$ cat config.mk
export PLATFORM = sky130hd
export DESIGN_NAME = perdma_top
export DESIGN_NICKNAME = d
export VERILOG_FILES = /design/src/rtl/perdma_pkg.sv /design/src/rtl/perdma_chan.sv /design/src/rtl/perdma_arb.sv /design/src/rtl/perdma_eng.sv /design/src/rtl/perdma_top.sv
export SDC_FILE = /design/constraint.sdc
export NUM_CORES = 2
export LEC_CHECK = 0
export CAP_MARGIN = 10
export CORE_ASPECT_RATIO = 0.8
export CORE_MARGIN = 2
export CORE_UTILIZATION = 36
export DETAILED_ROUTE_END_ITERATION = 8
export DONT_BUFFER_PORTS = 1
export PLACE_DENSITY_LB_ADDON = 0.15
export SLEW_MARGIN = 20
export SYNTH_ARGS = -nofsm -noshare
export SYNTH_HDL_FRONTEND = slang
export SYNTH_SLANG_ARGS = --single-unit
$ cat constraint.sdc
create_clock -name clk -period 8.9 [get_ports clk]
set_input_delay 1.78 -clock clk [delete_from_list [all_inputs] [get_ports clk]]
set_output_delay 1.78 -clock clk [all_outputs]
set_load 0.1 [all_outputs]
$ cat src/rtl/perdma_pkg.sv
package perdma_pkg;

  typedef enum logic [1:0] {
    REG_PADDR = 2'd0,
    REG_MADDR = 2'd1,
    REG_COUNT = 2'd2,
    REG_CTRL  = 2'd3
  } reg_sel_e;

  // control word, bit 0 is the enable
  typedef struct packed {
    logic [1:0] src_sel;  // 10:9
    logic [1:0] prio;     // 8:7
    logic       circ;     // 6
    logic [1:0] usize;    // 5:4
    logic       minc;     // 3
    logic       pinc;     // 2
    logic       m2p;      // 1
    logic       en;       // 0
  } chan_ctrl_t;

  localparam int CTRL_W = $bits(chan_ctrl_t);

  typedef enum logic [1:0] {
    ENG_IDLE  = 2'd0,
    ENG_READ  = 2'd1,
    ENG_WRITE = 2'd2
  } eng_state_e;

  // bytes covered by one unit for a size code
  function automatic logic [2:0] unit_bytes(input logic [1:0] usize);
    case (usize)
      2'd0:    return 3'd1;
      2'd1:    return 3'd2;
      default: return 3'd4;
    endcase
  endfunction

endpackage

$ cat src/rtl/perdma_chan.sv
module perdma_chan
  import perdma_pkg::*;
#(
  parameter int AW   = 16,
  parameter int CW   = 16,
  parameter int NSRC = 4,
  parameter int CFGW = 16
) (
  input  logic            clk,
  input  logic            rst_n,
  input  logic            wr_en,
  input  logic [1:0]      wr_reg,
  input  logic [CFGW-1:0] wr_data,
  input  logic [NSRC-1:0] src_req,
  input  logic            unit_done,
  input  logic            done_clr,
  output logic            pend,
  output logic [1:0]      prio,
  output logic [1:0]      usize,
  output logic [AW-1:0]   rd_addr,
  output logic [AW-1:0]   wr_addr,
  output logic            done
);

  logic [AW-1:0] base_p, base_m, cur_p, cur_m;
  logic [CW-1:0] reload_cnt, cnt;
  chan_ctrl_t    ctl;
  logic          done_q;
  logic [3:0]    req_pad;
  logic          last_unit;
  logic          sel_req;

  function automatic logic [AW-1:0] step_addr(input logic [AW-1:0] a,
                                              input logic inc,
                                              input logic [1:0] usz);
    return inc ? a + AW'(unit_bytes(usz)) : a;
  endfunction

  generate
    if (NSRC >= 4) begin : g_full
      assign req_pad = src_req[3:0];
    end else begin : g_pad
      assign req_pad = {{(4-NSRC){1'b0}}, src_req};
    end
  endgenerate

  assign sel_req   = req_pad[ctl.src_sel];
  assign last_unit = unit_done && (cnt == CW'(1));
  assign pend      = ctl.en && (cnt != '0) && sel_req;
  assign prio      = ctl.prio;
  assign usize     = ctl.usize;
  assign rd_addr   = ctl.m2p ? cur_m : cur_p;
  assign wr_addr   = ctl.m2p ? cur_p : cur_m;
  assign done      = done_q;

  always_ff @(posedge clk) begin
    if (!rst_n) begin
      base_p     <= '0;
      base_m     <= '0;
      cur_p      <= '0;
      cur_m      <= '0;
      reload_cnt <= '0;
      cnt        <= '0;
      ctl        <= '0;
      done_q     <= 1'b0;
    end else begin
      if (unit_done) begin
        if (last_unit && ctl.circ) begin
          cur_p <= base_p;
          cur_m <= base_m;
          cnt   <= reload_cnt;
        end else begin
          cur_p <= step_addr(cur_p, ctl.pinc, ctl.usize);
          cur_m <= step_addr(cur_m, ctl.minc, ctl.usize);
          cnt   <= cnt - CW'(1);
        end
      end
      if (wr_en) begin
        case (reg_sel_e'(wr_reg))
          REG_PADDR: begin
            base_p <= wr_data[AW-1:0];
            cur_p  <= wr_data[AW-1:0];
          end
          REG_MADDR: begin
            base_m <= wr_data[AW-1:0];
            cur_m  <= wr_data[AW-1:0];
          end
          REG_COUNT: begin
            reload_cnt <= wr_data[CW-1:0];
            cnt        <= wr_data[CW-1:0];
          end
          default: ctl <= chan_ctrl_t'(wr_data[CTRL_W-1:0]);
        endcase
      end
      if (done_clr) done_q <= 1'b0;
      if (last_unit && !ctl.circ) done_q <= 1'b1;
    end
  end

endmodule

$ cat src/rtl/perdma_arb.sv
module perdma_arb #(
  parameter int NCH = 4,
  parameter int IW  = 2
) (
  input  logic [NCH-1:0]   pend,
  input  logic [2*NCH-1:0] prio_flat,
  output logic             any,
  output logic [IW-1:0]    win
);

  // highest priority wins; scanning downward with >= lets the lower index take ties
  function automatic logic [IW-1:0] pick(input logic [NCH-1:0] p,
                                         input logic [2*NCH-1:0] pr);
    logic [1:0]    best;
    logic [IW-1:0] idx;
    best = 2'd0;
    idx  = '0;
    for (int i = NCH - 1; i >= 0; i--) begin
      if (p[i] && (pr[2*i +: 2] >= best)) begin
        best = pr[2*i +: 2];
        idx  = IW'(i);
      end
    end
    return idx;
  endfunction

  assign any = |pend;
  assign win = pick(pend, prio_flat);

endmodule

$ cat src/rtl/perdma_eng.sv
module perdma_eng
  import perdma_pkg::*;
#(
  parameter int AW = 16,
  parameter int DW = 32,
  parameter int IW = 2
) (
  input  logic          clk,
  input  logic          rst_n,
  input  logic          arb_any,
  input  logic [IW-1:0] arb_win,
  input  logic [AW-1:0] cand_raddr,
  input  logic [AW-1:0] cand_waddr,
  input  logic [1:0]    cand_size,
  input  logic          bus_ack,
  input  logic [DW-1:0] bus_rdata,
  output logic          bus_req,
  output logic          bus_we,
  output logic [AW-1:0] bus_addr,
  output logic [DW-1:0] bus_wdata,
  output logic [1:0]    bus_size,
  output logic          unit_done,
  output logic [IW-1:0] grant_idx
);

  eng_state_e    st;
  logic [AW-1:0] raddr_q, waddr_q;
  logic [1:0]    size_q;
  logic [DW-1:0] dbuf;
  logic [IW-1:0] gidx;

  always_ff @(posedge clk) begin
    if (!rst_n) begin
      st      <= ENG_IDLE;
      raddr_q <= '0;
      waddr_q <= '0;
      size_q  <= '0;
      dbuf    <= '0;
      gidx    <= '0;
    end else begin
      case (st)
        ENG_IDLE: if (arb_any) begin
          gidx    <= arb_win;
          raddr_q <= cand_raddr;
          waddr_q <= cand_waddr;
          size_q  <= cand_size;
          st      <= ENG_READ;
        end
        ENG_READ: if (bus_ack) begin
          dbuf <= bus_rdata;
          st   <= ENG_WRITE;
        end
        ENG_WRITE: if (bus_ack) st <= ENG_IDLE;
        default: st <= ENG_IDLE;
      endcase
    end
  end

  assign bus_req   = (st == ENG_READ) || (st == ENG_WRITE);
  assign bus_we    = (st == ENG_WRITE);
  assign bus_addr  = (st == ENG_WRITE) ? waddr_q : raddr_q;
  assign bus_wdata = dbuf;
  assign bus_size  = size_q;
  assign unit_done = (st == ENG_WRITE) && bus_ack;
  assign grant_idx = gidx;

endmodule

$ cat src/rtl/perdma_top.sv
module perdma_top
  import perdma_pkg::*;
#(
  parameter int NCH  = 4,
  parameter int NSRC = 4,
  parameter int AW   = 16,
  parameter int CW   = 16,
  parameter int DW   = 32,
  localparam int IW  = (NCH > 1) ? $clog2(NCH) : 1,
  localparam int CFGW = (AW > CW) ? ((AW > CTRL_W) ? AW : CTRL_W)
                                  : ((CW > CTRL_W) ? CW : CTRL_W)
) (
  input  logic            clk,
  input  logic            rst_n,
  input  logic            cfg_we,
  input  logic [IW+1:0]   cfg_addr,
  input  logic [CFGW-1:0] cfg_wdata,
  input  logic [NCH-1:0]  done_clr,
  input  logic [NSRC-1:0] periph_req,
  output logic [NCH-1:0]  periph_ack,
  output logic [NCH-1:0]  done,
  output logic            bus_req,
  output logic            bus_we,
  output logic [AW-1:0]   bus_addr,
  output logic [DW-1:0]   bus_wdata,
  output logic [1:0]      bus_size,
  input  logic            bus_ack,
  input  logic [DW-1:0]   bus_rdata
);

  logic [NCH-1:0]   pend_vec;
  logic [2*NCH-1:0] prio_flat;
  logic [1:0]       ch_size [NCH];
  logic [AW-1:0]    ch_rd   [NCH];
  logic [AW-1:0]    ch_wr   [NCH];
  logic             arb_any;
  logic [IW-1:0]    arb_win;
  logic             unit_done;
  logic [IW-1:0]    grant_idx;
  logic [IW-1:0]    cfg_ch;
  logic [1:0]       cfg_reg;

  assign cfg_ch  = cfg_addr[IW+1:2];
  assign cfg_reg = cfg_addr[1:0];

  generate
    for (genvar i = 0; i < NCH; i++) begin : g_ch
      logic wr_sel;
      logic [1:0] pr;
      assign wr_sel = cfg_we && (cfg_ch == IW'(i));
      assign prio_flat[2*i +: 2] = pr;
      perdma_chan #(.AW(AW), .CW(CW), .NSRC(NSRC), .CFGW(CFGW)) u_chan (
        .clk       (clk),
        .rst_n     (rst_n),
        .wr_en     (wr_sel),
        .wr_reg    (cfg_reg),
        .wr_data   (cfg_wdata),
        .src_req   (periph_req),
        .unit_done (unit_done && (grant_idx == IW'(i))),
        .done_clr  (done_clr[i]),
        .pend      (pend_vec[i]),
        .prio      (pr),
        .usize     (ch_size[i]),
        .rd_addr   (ch_rd[i]),
        .wr_addr   (ch_wr[i]),
        .done      (done[i])
      );
    end
  endgenerate

  perdma_arb #(.NCH(NCH), .IW(IW)) u_arb (
    .pend      (pend_vec),
    .prio_flat (prio_flat),
    .any       (arb_any),
    .win       (arb_win)
  );

  perdma_eng #(.AW(AW), .DW(DW), .IW(IW)) u_eng (
    .clk        (clk),
    .rst_n      (rst_n),
    .arb_any    (arb_any),
    .arb_win    (arb_win),
    .cand_raddr (ch_rd[arb_win]),
    .cand_waddr (ch_wr[arb_win]),
    .cand_size  (ch_size[arb_win]),
    .bus_ack    (bus_ack),
    .bus_rdata  (bus_rdata),
    .bus_req    (bus_req),
    .bus_we     (bus_we),
    .bus_addr   (bus_addr),
    .bus_wdata  (bus_wdata),
    .bus_size   (bus_size),
    .unit_done  (unit_done),
    .grant_idx  (grant_idx)
  );

  always_ff @(posedge clk) begin
    if (!rst_n) periph_ack <= '0;
    else        periph_ack <= unit_done ? (NCH'(1) << grant_idx) : '0;
  end

endmodule

==> impl_metrics.csv <==
group,metric,value,unit
synth,synth_cells,3553,
clock_network,tritoncts,"yes",
die,die_x,317,um
synth,synth_cell_type_count,99,
clock_network,cts_buffer_depth,3,
critical_path,crit_chain,"mux4_2, and2_2, o31a_1, buf_4, nand2_1, ha_1, a21oi_1, buf_4, a211oi_1, and2_1, nor2_1, ha_1, a21oi_1, nor3_2, mux2_2, ha_1, nand2b_1, a21oi_1, nor3_2, buf_4, nor2_2, buf_4, a32oi_1, o31ai_1",
clock_network,ctsHoldBuffers,0,
sta,drv_slew,0,
critical_path,end_kind,"flop",
critical_path,cp_data_required_time,9.45,ns
clock_network,htree_levels,2,
sta,fin_setup_tns,0,ns
die,die_area,80500,um2
synth,yosysWarnings,0,
detailed_routing,drc,0,
sta,fin_skew,0.0143,ns
die,rows,91,
detailed_routing,drt_iter0_markers,2592,
pwr,p_int,3930,uW
place,postPlaceCellArea,28400,um2
critical_path,crit_top_cell,"buf_4",
final_layout,layout-drive-gt1-share,10.7,%
clock_network,cts_resized,0,
pwr,switching_share,23.9,%
global_route,antenna_found_initial,0,
pwr,ir_drop,0.141,mV
clock_network,clock_sinks,506,
detailed_routing,wl_met2,43200,um
sta,relSlewSlack,25.8,%
final_layout,final_common_cell,"nand2_1",
clock_network,clock_latency,0.64,ns
place,dpl.cell_count,4315,
synth,syn_nets,3667,
die,core-area,77300,um2
synth,synth_simple_gate_area_share,21.1,%
place,dpl_worst_slack,0.938,ns
pwr,pwr-share-seq,45.2,%
pwr,p_sw,1240,uW
global_route,grt_first_pass_wirelength,158000,um
synth,syn-cell-area,28200,um2
synth,yosys.area_share.xor_xnor,1.49,%
detailed_routing,top_layer,"met4",
run_status,outcome,"completed",
sta,worst_pin_slew,1.10,ns
critical_path,slowest_stage,"nor3_2",
synth,synthAdderAreaFrac,2.43,%
sta,fmax,133,MHz
final_layout,diodes,0,
synth,async_flop_share,0,%
critical_path,cp-start-kind,"input pin",
global_route,grt_pass1_vias,23800,
flow_run,max_cap_viol_count,0,
sta,fin_ws,1.37,ns
global_route,grt_max_degree,207,
die,die_y,254,um
global_route,track_usage,25.4,%
clock_network,clk_pin_slew,0.07,ns
detailed_routing,wl_met3,8030,um
detailed_routing,avgRoutedWirePerCell,23.7,um
synth,ys_seq_area_share,36.0,%
final_layout,design_area,30400,um2
synth,synth_mux_area_share,6.17,%
pwr,cellPowerDensity,170,nW/um2
clock_network,numCtsBuffers,57,
final_layout,instances_no_fill,4417,
detailed_routing,met1_length,50500,um
place,hpwl,66400,um
critical_path,cp_max_fo,37,
synth,synth-compound-area-share,26.3,%
clock_network,cts_setup_buffers,0,
pwr,clockPowerShare,50.0,%
sta,fin_crit_sh,84.6,%
critical_path,path_class,"input pin to flop",
synth,ys_ff_latch,506,
critical_path,critPathArrivalTime,8.08,ns
detailed_routing,drt-vias-per-instance,5.92,
detailed_routing,num_vias,26200,
pwr,p_leak,0.00995,uW
clock_network,root_buffer,"clkbuf_16",
pwr,pwr-share-comb,4.7,%
sta,final_hold_viol_count,0,
final_layout,final_cell_mix,"632 x nand2_1, 505 x dfxtp_1, 443 x a21oi_1",
place,io_buffers,0,
synth,syn_area_per_cell,7.93,um2
final_layout,area_growth,8.06,%
detailed_routing,drt.antenna.violating_nets,0,
sta,setup_violations,0,
min_path,hp-class,"flop to flop",
final_layout,finalNetCount,3465,
critical_path,slowest_delay,0.69,ns
detailed_routing,first_pass_iters,6,
synth,synth_top_family_by_area,"compound AO/OA/AOI/OAI gates",
place,gp_congestion,0.897,
sta,min_period,7.53,ns
synth,synth_edf_count,0,
detailed_routing,wl,105000,um
die,io_pins,124,
global_route,overflow,0,
sta,rsz0062_at_grt,"no",
synth,synthFlopType,"dfxtp_1",
die,initial_core_util,36.4,%
## cells by family after synthesis
logic type | count (synthesis)
AO/OA/AOI/OAI | 1131
XOR/XNOR | 48
adder cells (fa/ha/maj) | 50
buffers and inverters | 389
flip-flops | 506
multiplexers | 161
AND/OR/NAND/NOR | 1268
## registers in the layout, summed over array words and instances (netlist names), 16 cells and up
name / cells
u_eng.waddr_q: 16
g_ch.u_chan.ctl: 28
g_ch.u_chan.cur_m: 64
g_ch.u_chan.reload_cnt: 64
g_ch.u_chan.base_p: 64
u_eng.bus_wdata: 32
u_eng.raddr_q: 16
g_ch.u_chan.base_m: 64
g_ch.u_chan.cnt: 64
g_ch.u_chan.cur_p: 64
## layer usage
| metal | vias to the layer above | GRT usage, % |
|---|---|---|
| met2 | 868 | 35.9 |
| met1 | 12600 | 38.1 |
| met4 | 0 | 7.70 |
| li1 | 12600 | - |
| met3 | 129 | 5.18 |
| met5 | - | 0 |
## metrics by stage
| stage | utilization [%] | hold slack (ns) | total power (uW) |
|---|---|---|---|
| 2_1_floorplan | - | 0.430 | 2570 |
| 3_3_place_gp | 36.8 | 0.440 | 2630 |
| 3_5_place_dp | 36.8 | 0.443 | 2630 |
| 4_1_cts | 39.4 | 0.452 | 5200 |
| 5_1_grt | 39.4 | 0.468 | 5330 |
| 6_report | 39.4 | 0.453 | 5160 |
## critical path, delay by kind of cell
family                     cells  cell delay [ns]
AOI/OAI and AO/OA              7             1.42
adders and majority gates      3             0.83
and+or+nand+nor                8             2.11
muxes                          2             0.62
buffers and inverters          4             1.27
## layout make-up
type,instances,area [um2]
inverters,63,244
clock inverters,19,304
flip-flops and latches,506,10100
multi-input cells,2658,16300
well taps,1023,1280
clock buffers,83,1710
repair buffers,65,500
fillers,8054,46900
## power groups by stage
stage | Combinational [uW] | Sequential (uW) | Clock (uW)
after global routing | 271 | 2340 | 2720
after global placement | 242 | 2380 | 0
after detailed placement | 242 | 2380 | 0
after CTS | 243 | 2330 | 2630
final | 245 | 2330 | 2580
after floorplan | 205 | 2370 | 0
## synth_stat cells, types with 18 or more instances
master	count	area share [%]
a21oi_1	443	7.9
dfxtp_1	506	36
ha_1	42	1.9
o21ai_0	157	2.8
mux2_2	92	3.7
o21a_1	37	0.99
clkbuf_1	250	3.3
nor2b_1	18	0.40
mux2i_1	68	2.4
xnor2_1	29	0.90
or3_1	20	0.44
a2111oi_0	34	1.1
a221oi_1	48	1.5
nor4_1	43	0.95
nand2_1	633	8.4
a31oi_1	47	1.0
xor2_1	19	0.59
nand2b_1	29	0.64
a31o_2	29	0.90
a32oi_1	33	1.0
and3_1	26	0.58
a21o_1	27	0.72
o211ai_1	27	0.72
o32ai_1	25	0.78
nor2_1	174	2.3
nand4_1	32	0.71
nand3_1	78	1.4
inv_1	62	0.83
a211oi_1	18	0.48
nor3_1	90	1.6
o221ai_1	35	1.1
o31ai_1	37	0.99
and2b_2	27	0.84
clkbuf_8	23	1.1
## worst paths after layout
check | depth (start not counted) | slack (ns) | end | start
max reg2reg | 24 | 1.68 | u_eng.waddr_q[7] | g_ch[3].u_chan.cnt[6]
max | 24 | 1.37 | u_eng.waddr_q[7] | periph_req[1]
min | 2 | 0.45 | g_ch[3].u_chan.reload_cnt[6] | g_ch[3].u_chan.reload_cnt[6]
min reg2reg | 2 | 0.45 | g_ch[3].u_chan.reload_cnt[6] | g_ch[3].u_chan.reload_cnt[6]
Note: power is estimated with default switching activity, not from simulation.
